File: src/rtl/bsq_pkg.sv
package bsq_pkg;

  // Field order matches the decoded address bits, high to low.
  typedef struct packed {
    logic       asyncMode;
    logic       rdyWithData;
    logic       risingEdge;
    logic [1:0] burstKind;
    logic [2:0] waitCode;
  } cfg_t;

  localparam int CFG_W = $bits(cfg_t);

  localparam cfg_t CFG_RESET = '{
    asyncMode:   1'b1,
    rdyWithData: 1'b1,
    risingEdge:  1'b1,
    burstKind:   2'b00,
    waitCode:    3'b101
  };

  typedef struct packed {
    logic load;
    logic advance;
  } strobe_t;

  function automatic logic [2:0] firstDataEdge(input logic [2:0] code);
    if (code > 3'd5) return 3'd7;
    return code + 3'd2;
  endfunction

  function automatic logic [4:0] wrapMask(input logic [1:0] kind);
    case (kind)
      2'b01:   return 5'd7;
      2'b10:   return 5'd15;
      2'b11:   return 5'd31;
      default: return 5'd0;
    endcase
  endfunction

endpackage

File: src/rtl/bsq_cfg_reg.sv
module bsq_cfg_reg
  import bsq_pkg::*;
#(
  parameter int ADDR_W  = 20,
  parameter int CFG_LSB = 12
) (
  input  logic              clk,
  input  logic              rstN,
  input  logic              cfgWrite,
  input  logic [ADDR_W-1:0] addrIn,
  output cfg_t              cfgQ
);

  localparam int CFG_MSB = CFG_LSB + CFG_W - 1;

  always_ff @(posedge clk or negedge rstN) begin
    if (!rstN)         cfgQ <= CFG_RESET;
    else if (cfgWrite) cfgQ <= cfg_t'(addrIn[CFG_MSB:CFG_LSB]);
  end

endmodule

File: src/rtl/bsq_ctrl.sv
module bsq_ctrl
  import bsq_pkg::*;
(
  input  logic    clk,
  input  logic    rstN,
  input  cfg_t    cfgQ,
  input  logic    cfgWrite,
  input  logic    addrValid,
  output strobe_t strobe,
  output logic    dataValid,
  output logic    rdy
);

  typedef enum logic [1:0] {ST_IDLE, ST_WAIT, ST_DATA} state_t;

  state_t     state;
  logic [2:0] edgeCnt;
  logic [2:0] edgeCntNext;
  logic [2:0] latency;
  logic       dvQ;
  logic       rdyQ;
  logic       startReq;

  assign latency     = firstDataEdge(cfgQ.waitCode);
  assign edgeCntNext = edgeCnt + 3'd1;
  assign startReq    = addrValid && !cfgWrite && !cfgQ.asyncMode;

  always_ff @(posedge clk or negedge rstN) begin
    if (!rstN) begin
      state   <= ST_IDLE;
      edgeCnt <= '0;
      dvQ     <= 1'b0;
      rdyQ    <= 1'b0;
    end else if (cfgWrite || cfgQ.asyncMode) begin
      state   <= ST_IDLE;
      edgeCnt <= '0;
      dvQ     <= 1'b0;
      rdyQ    <= 1'b0;
    end else if (startReq) begin
      state   <= ST_WAIT;
      edgeCnt <= '0;
      dvQ     <= 1'b0;
      rdyQ    <= 1'b0;
    end else begin
      case (state)
        ST_WAIT: begin
          edgeCnt <= edgeCntNext;
          if (edgeCntNext == latency) begin
            state <= ST_DATA;
            dvQ   <= 1'b1;
            rdyQ  <= 1'b1;
          end else if (!cfgQ.rdyWithData && (edgeCntNext == latency - 3'd1)) begin
            rdyQ  <= 1'b1;
          end
        end
        ST_DATA: begin
          dvQ  <= 1'b1;
          rdyQ <= 1'b1;
        end
        default: begin
          dvQ  <= 1'b0;
          rdyQ <= 1'b0;
        end
      endcase
    end
  end

  assign strobe.load    = startReq;
  assign strobe.advance = (state == ST_DATA) && !addrValid && !cfgWrite;
  assign dataValid      = dvQ;
  assign rdy            = cfgQ.asyncMode ? 1'b1 : rdyQ;

endmodule

File: src/rtl/bsq_datapath.sv
module bsq_datapath
  import bsq_pkg::*;
#(
  parameter int ADDR_W = 20
) (
  input  logic              clk,
  input  logic              rstN,
  input  strobe_t           strobe,
  input  logic [1:0]        burstKind,
  input  logic [ADDR_W-1:0] addrIn,
  output logic [ADDR_W-1:0] arrayAddr
);

  localparam int MASK_W = 5;

  logic [ADDR_W-1:0] addrQ;
  logic [ADDR_W-1:0] incr;
  logic [ADDR_W-1:0] blockMask;
  logic [ADDR_W-1:0] nextAddr;

  assign blockMask = {{(ADDR_W-MASK_W){1'b0}}, wrapMask(burstKind)};
  assign incr      = addrQ + {{(ADDR_W-1){1'b0}}, 1'b1};

  always_comb begin
    if (burstKind == 2'b00) nextAddr = incr;
    else                    nextAddr = (addrQ & ~blockMask) | (incr & blockMask);
  end

  always_ff @(posedge clk or negedge rstN) begin
    if (!rstN)               addrQ <= '0;
    else if (strobe.load)    addrQ <= addrIn;
    else if (strobe.advance) addrQ <= nextAddr;
  end

  assign arrayAddr = addrQ;

endmodule

File: src/rtl/sync_burst_seq.sv
module sync_burst_seq
  import bsq_pkg::*;
#(
  parameter int ADDR_W  = 20,
  parameter int CFG_LSB = 12
) (
  input  logic              clk,
  input  logic              rstN,
  input  logic              cfgWrite,
  input  logic [ADDR_W-1:0] addrIn,
  input  logic              addrValid,
  output logic [ADDR_W-1:0] arrayAddr,
  output logic              dataValid,
  output logic              rdy,
  output logic              edgeRising
);

  cfg_t    cfgQ;
  strobe_t strobe;

  bsq_cfg_reg #(.ADDR_W(ADDR_W), .CFG_LSB(CFG_LSB)) u_cfg (
    .clk(clk), .rstN(rstN), .cfgWrite(cfgWrite), .addrIn(addrIn), .cfgQ(cfgQ)
  );

  bsq_ctrl u_ctrl (
    .clk(clk), .rstN(rstN), .cfgQ(cfgQ), .cfgWrite(cfgWrite),
    .addrValid(addrValid), .strobe(strobe), .dataValid(dataValid), .rdy(rdy)
  );

  bsq_datapath #(.ADDR_W(ADDR_W)) u_dp (
    .clk(clk), .rstN(rstN), .strobe(strobe), .burstKind(cfgQ.burstKind),
    .addrIn(addrIn), .arrayAddr(arrayAddr)
  );

  assign edgeRising = cfgQ.risingEdge;

endmodule

File: config.mk
export PLATFORM = sky130hd
export DESIGN_NAME = sync_burst_seq
export DESIGN_NICKNAME = d
export VERILOG_FILES = /design/src/rtl/bsq_pkg.sv /design/src/rtl/bsq_cfg_reg.sv /design/src/rtl/bsq_ctrl.sv /design/src/rtl/bsq_datapath.sv /design/src/rtl/sync_burst_seq.sv
export SDC_FILE = /design/constraint.sdc
export NUM_CORES = 1
export LEC_CHECK = 0
export ABC_CLOCK_PERIOD_IN_PS = 2370
export CAP_MARGIN = 30
export CORE_ASPECT_RATIO = 1.5
export CORE_MARGIN = 2
export CORE_UTILIZATION = 45
export CTS_CLUSTER_SIZE = 14
export DETAILED_ROUTE_END_ITERATION = 8
export HOLD_SLACK_MARGIN = 0.02
export PLACE_DENSITY = 0.76
export SLEW_MARGIN = 0
export SYNTH_ARGS = -nofsm -noshare
export SYNTH_HDL_FRONTEND = slang
export SYNTH_HIERARCHICAL = 1
export SYNTH_SLANG_ARGS = --single-unit
File: constraint.sdc
create_clock -name clk -period 2.37 [get_ports clk]
set_clock_uncertainty 0.1 [all_clocks]
set_input_delay 0.474 -clock clk [delete_from_list [all_inputs] [get_ports clk]]
set_output_delay 0.474 -clock clk [all_outputs]
set_load 0.05 [all_outputs]
# Word level (Yosys, flattened, before mapping)
# Cells that the tools add are included.
# classes
n_bitwise	4
addsub	4
n_lt_le_gt_ge	1
eq_ne	9
reduce_logical	15
muxes	24
# ops
operator	count
20-bit 2-to-1 mux	3
20-bit by 1-bit adder with 20-bit output (second input constant)	1
20-bit AND	1
20-bit by 5-bit AND with 20-bit output	1
5-bit inverter with 20-bit output	1
20-bit bitwise OR	1
3-bit 2-to-1 mux	5
5-bit case mux with 3 select lines	1
1-bit 2-to-1 mux	9
2-bit 2-to-1 mux	4
2-bit equality test (second input constant)	3
3-bit equality test	2
3-bit nonzero test	2
1-bit logical AND	5
5-bit by 1-bit != test with 1-bit output (second input constant)	1
2-bit by 1-bit equality test with 1-bit output (second input constant)	2
1-bit logical NOT	4
4-bit by 1-bit != test with 1-bit output (second input constant)	1
1-bit case mux with 2 select lines	2
3-bit by 1-bit adder with 3-bit output (second input constant)	1
3-bit by 2-bit adder with 3-bit output (second input constant)	1
3-bit > comparator (second input constant)	1
3-bit by 1-bit subtractor with 3-bit output (second input constant)	1
2-bit logical NOT	1
3 further kinds	3
# totals
register_bits	35
out_inout_bits	23
word_cells	67
input_bits	24

# Logic depth before layout (Yosys ltp)
# logic_depth
word_depth	11
mapped_depth	9
mapped_depth_nobuf	7

# Modules after synthesis
# Netlist, hierarchy kept.
# modules_own_cells
mod	cells_per_inst	area_per_inst_um2	instances	seq_area_each_um2
bsq_datapath	134	1178.6	1	500.5
bsq_ctrl	55	513.0	1	175.2
bsq_cfg_reg	17	337.8	1	206.4

# Worst setup path before layout
# No wires, ideal clock.
# synth_timing
path_kind	register to register
startpoint	register u_dp.addrQ[0], in the netlist u_dp/arrayAddr[0]
endpoint	register u_dp.addrQ[16], in the netlist u_dp/arrayAddr[16]
period_less_slack_ns	2.429
required_time_ns	2.188
t_arrival_ns	2.247
path_buffers	1
stages_incl_launch_ff	7
path_slack_ns	-0.059
path_cell_list	dfrtp_1 > ha_1 > nand4_1 > or3_2 > clkbuf_1 > or4_1 > a31oi_1
# synth_between
elab_chain_len	6
# synth_rtl
item	line_no	text
from (decl)	bsq_datapath.sv:16	logic [ADDR_W-1:0] addrQ;
from (signal assigned)	bsq_datapath.sv:31	else if (strobe.load) addrQ <= addrIn;
from (signal assigned)	bsq_datapath.sv:32	else if (strobe.advance) addrQ <= nextAddr;
20-bit by 1-bit adder with 20-bit output (*)	bsq_datapath.sv:22	assign incr = addrQ + {{(ADDR_W-1){1'b0}}, 1'b1};
20-bit by 5-bit AND with 20-bit output	bsq_datapath.sv:26	else nextAddr = (addrQ & ~blockMask) | (incr & blockMask);
20-bit bitwise OR	bsq_datapath.sv:26	
20-bit 2-to-1 mux (*)	bsq_datapath.sv:25	if (burstKind == 2'b00) nextAddr = incr;
20-bit 2-to-1 mux (*)	bsq_datapath.sv:32	
20-bit 2-to-1 mux (*)	bsq_datapath.sv:31	
# Every way passes the cells marked *; elsewhere a longest branch is shown, timed or not. The select of a mux whose other input is x is not followed.
# A chain may end at the register's enable or synchronous reset.

==> out/metrics.yaml <==
startpoint: "u_ctrl/state[0]"
ys_ff_latch: 35
insertion_delay_ps: 290
crit_fanout: 5
grt_pass1_vias: 1620
cts_root_buffer: "clkbuf_8"
tns_ps: -7.02
finalHoldViolCount: 0
syn2layout_area_growth_pct: 36.6
ant_nets: 0
min-delay-start: "u_ctrl/rdyQ"
synth_nets: 235
worstReg2RegStart: "u_ctrl/state[0]"
first_pass_iters: 6
diodes: 0
dieWidth_um: 58.8
drt_drc_violations_left: 2
final-max-slew-violation-count: 0
synth_edf_count: 0
p_leak_nw: 1.10
end_kind: "flop"
routed-via-count: 1715
synth_area_um2: 2030
num_rows: 29
antenna_found_initial: 0
ys.warnings.count: 6
dieArea_um2: 5070
min_period_over_period_pct: 100
drt-initial-drc-count: 61
worst_ep_required_time_ps: 2480
cts_buffer_depth: 2
clkSinkCount: 35
grt_max_degree: 36
critical_path_class: "reg2reg"
min_period_ps: 2380
gp_congestion: 0.869
start_util_pct: 47.4
max_freq_ghz: 0.421
worst-slew-pin-transition_ps: 523
ff2ff_path_depth: 8
async_flop_share_pct: 100
synthFlopType: "dfrtp_1"
layout.nets: 295
synth.area.top_cells: "dfrtp_1, dfstp_2, mux2_4"
io_buffers: 46
violations: "design-rule violations, negative setup slack"
holdPathStages: 1
io_pins: 47
cts_max_level: 2
fin_hold_ws_ps: 385
power.density_nw_per_um2: 744
place.detailed.hpwl_um: 3430
hp-class: "reg2reg"
ir_drop_mv: 0.470
setup_slack_ps: -7.02
synthDistinctLibCells: 47
grt_use_total_pct: 19.8
rsz0062_at_grt: "yes"
core_um2: 4280
cts.clk_slew.worst_paths_ps: 70
relSlewSlack_pct: 65.1
viasPerCell: 5.48
die_h_um: 86.3
yosysSeqAreaShare_pct: 43.5
maxCapViolCount: 0
wirelength_um: 4650
final_common_cell: "clkdlybuf4s50_1"
syn_avg_cell_area_um2: 9.85
cts_tree: "built"
start_kind: "flop"
grt_overflow: 0
yosys.area.top_type: "dfrtp_1"
synthCells: 206
grt_pass1_wl_um: 7600
postCtsHoldBufs: 0
wl_per_cell_um: 14.9
crit_arrival_ps: 2490
status: "finished with violations"
yosysTopAreaCellShare_pct: 37.0
final_cell_mix: "clkdlybuf4s50_1, dfrtp_1, nand2_1, buf_4, nor2_1"
cts_buffers: 5
layout-drive-gt1-share_pct: 20.6
finalSetupViolations: 1
synth_stat cells (all sizes together), types with 2 or more instances:
library cell / number
xnor2: 14
ha: 5
nand4: 5
or3: 6
buf: 4
xor2: 4
o21ai: 15
or3b: 2
dfstp: 5
nor3: 5
nor4: 3
or4: 4
nor2: 17
clkbuf: 6
nand2: 19
a21oi: 5
dfrtp: 30
a31oi: 8
nand3: 5
nor3b: 2
o211ai: 2
or2: 2
mux2i: 3
mux2: 10
inv: 9
o31ai: 5
cell type report:
class	count	area (µm²)
clock buffer	6	82.6
clock inverter	2	35.0
inverter	10	37.5
multi-input combinational	152	1100
timing repair buffer	62	579
tap	46	57.6
sequential	35	885
fill	357	1510
cells by family after synthesis:
family	share of synthesized area [%]
simple gates	20.8
mux	8.51
compound gates	11.6
fa+ha+maj	3.08
xor+xnor	8.14
buf+inv	4.38
flops	43.5
worst paths after layout:
kind                            slack (ps)            endpoint
worst max-delay path                    -7  u_dp/arrayAddr[11]
worst min register to register         380         u_ctrl/rdyQ
min in group asynchronous              490       u_cfg/cfgQ[1]
max in group asynchronous             1330       u_cfg/cfgQ[5]
worst min-delay path                   380         u_ctrl/rdyQ
worst max register to register          -7  u_dp/arrayAddr[11]
routing by layer:
| metal | wire length (µm) | up-vias | track usage [%] |
|---|---|---|---|
| li1 | - | 860 | - |
| met1 | 1880 | 795 | 23.5 |
| met2 | 2430 | 49 | 34.0 |
| met3 | 245 | 11 | 4.48 |
| met4 | 95 | 0 | 8.06 |
| met5 | 0 | - | 0 |
sequential cells by signal, summed over array words and instances (netlist names), named ones only:
signal and cells:
u_cfg/cfgQ 8, u_dp/arrayAddr 18, u_ctrl/rdyQ 1, u_ctrl/edgeCnt 3, u_ctrl/state 2, u_ctrl/dataValid 1
what timing repair did:
item                       4_1_cts  5_1_grt
setup buffers                    0        0
gates cloned                     0        1
setup endpoints to repair        5        5
gates resized for setup          4        4
pin swaps                        0        5
per-stage QoR:
stage          worst slack (ps)  total power (W)  cells  utilization (%)  instance area [µm²]
2_1_floorplan              1.32          0.00124    206                -                 2030
3_3_place_gp               -373          0.00150    304             61.2                 2620
3_5_place_dp               -425          0.00151    304             61.2                 2620
4_1_cts                    5.47          0.00207    312             64.2                 2750
5_1_grt                    -100          0.00216    313             64.8                 2770
6_report                  -7.02          0.00206    313             64.8                 2770
report_power, final:
| part | total, W | switching (W) | internal [W] |
|---|---|---|---|
| registers | 0.000808 | 0.000119 | 0.000689 |
| clock network | 0.000555 | 0.000215 | 0.000340 |
| logic | 0.000699 | 0.000421 | 0.000278 |
worst max-delay path: stages, from the launching register on:
cell	delay, ps
dfrtp_1	380
inv_1	60
ha_1	140
nor3b_2	150
buf_4	140
nand4_1	170
or4_4	560
or3_2	420
a31oi_1	180
Note: power is estimated with default switching activity, not from simulation.
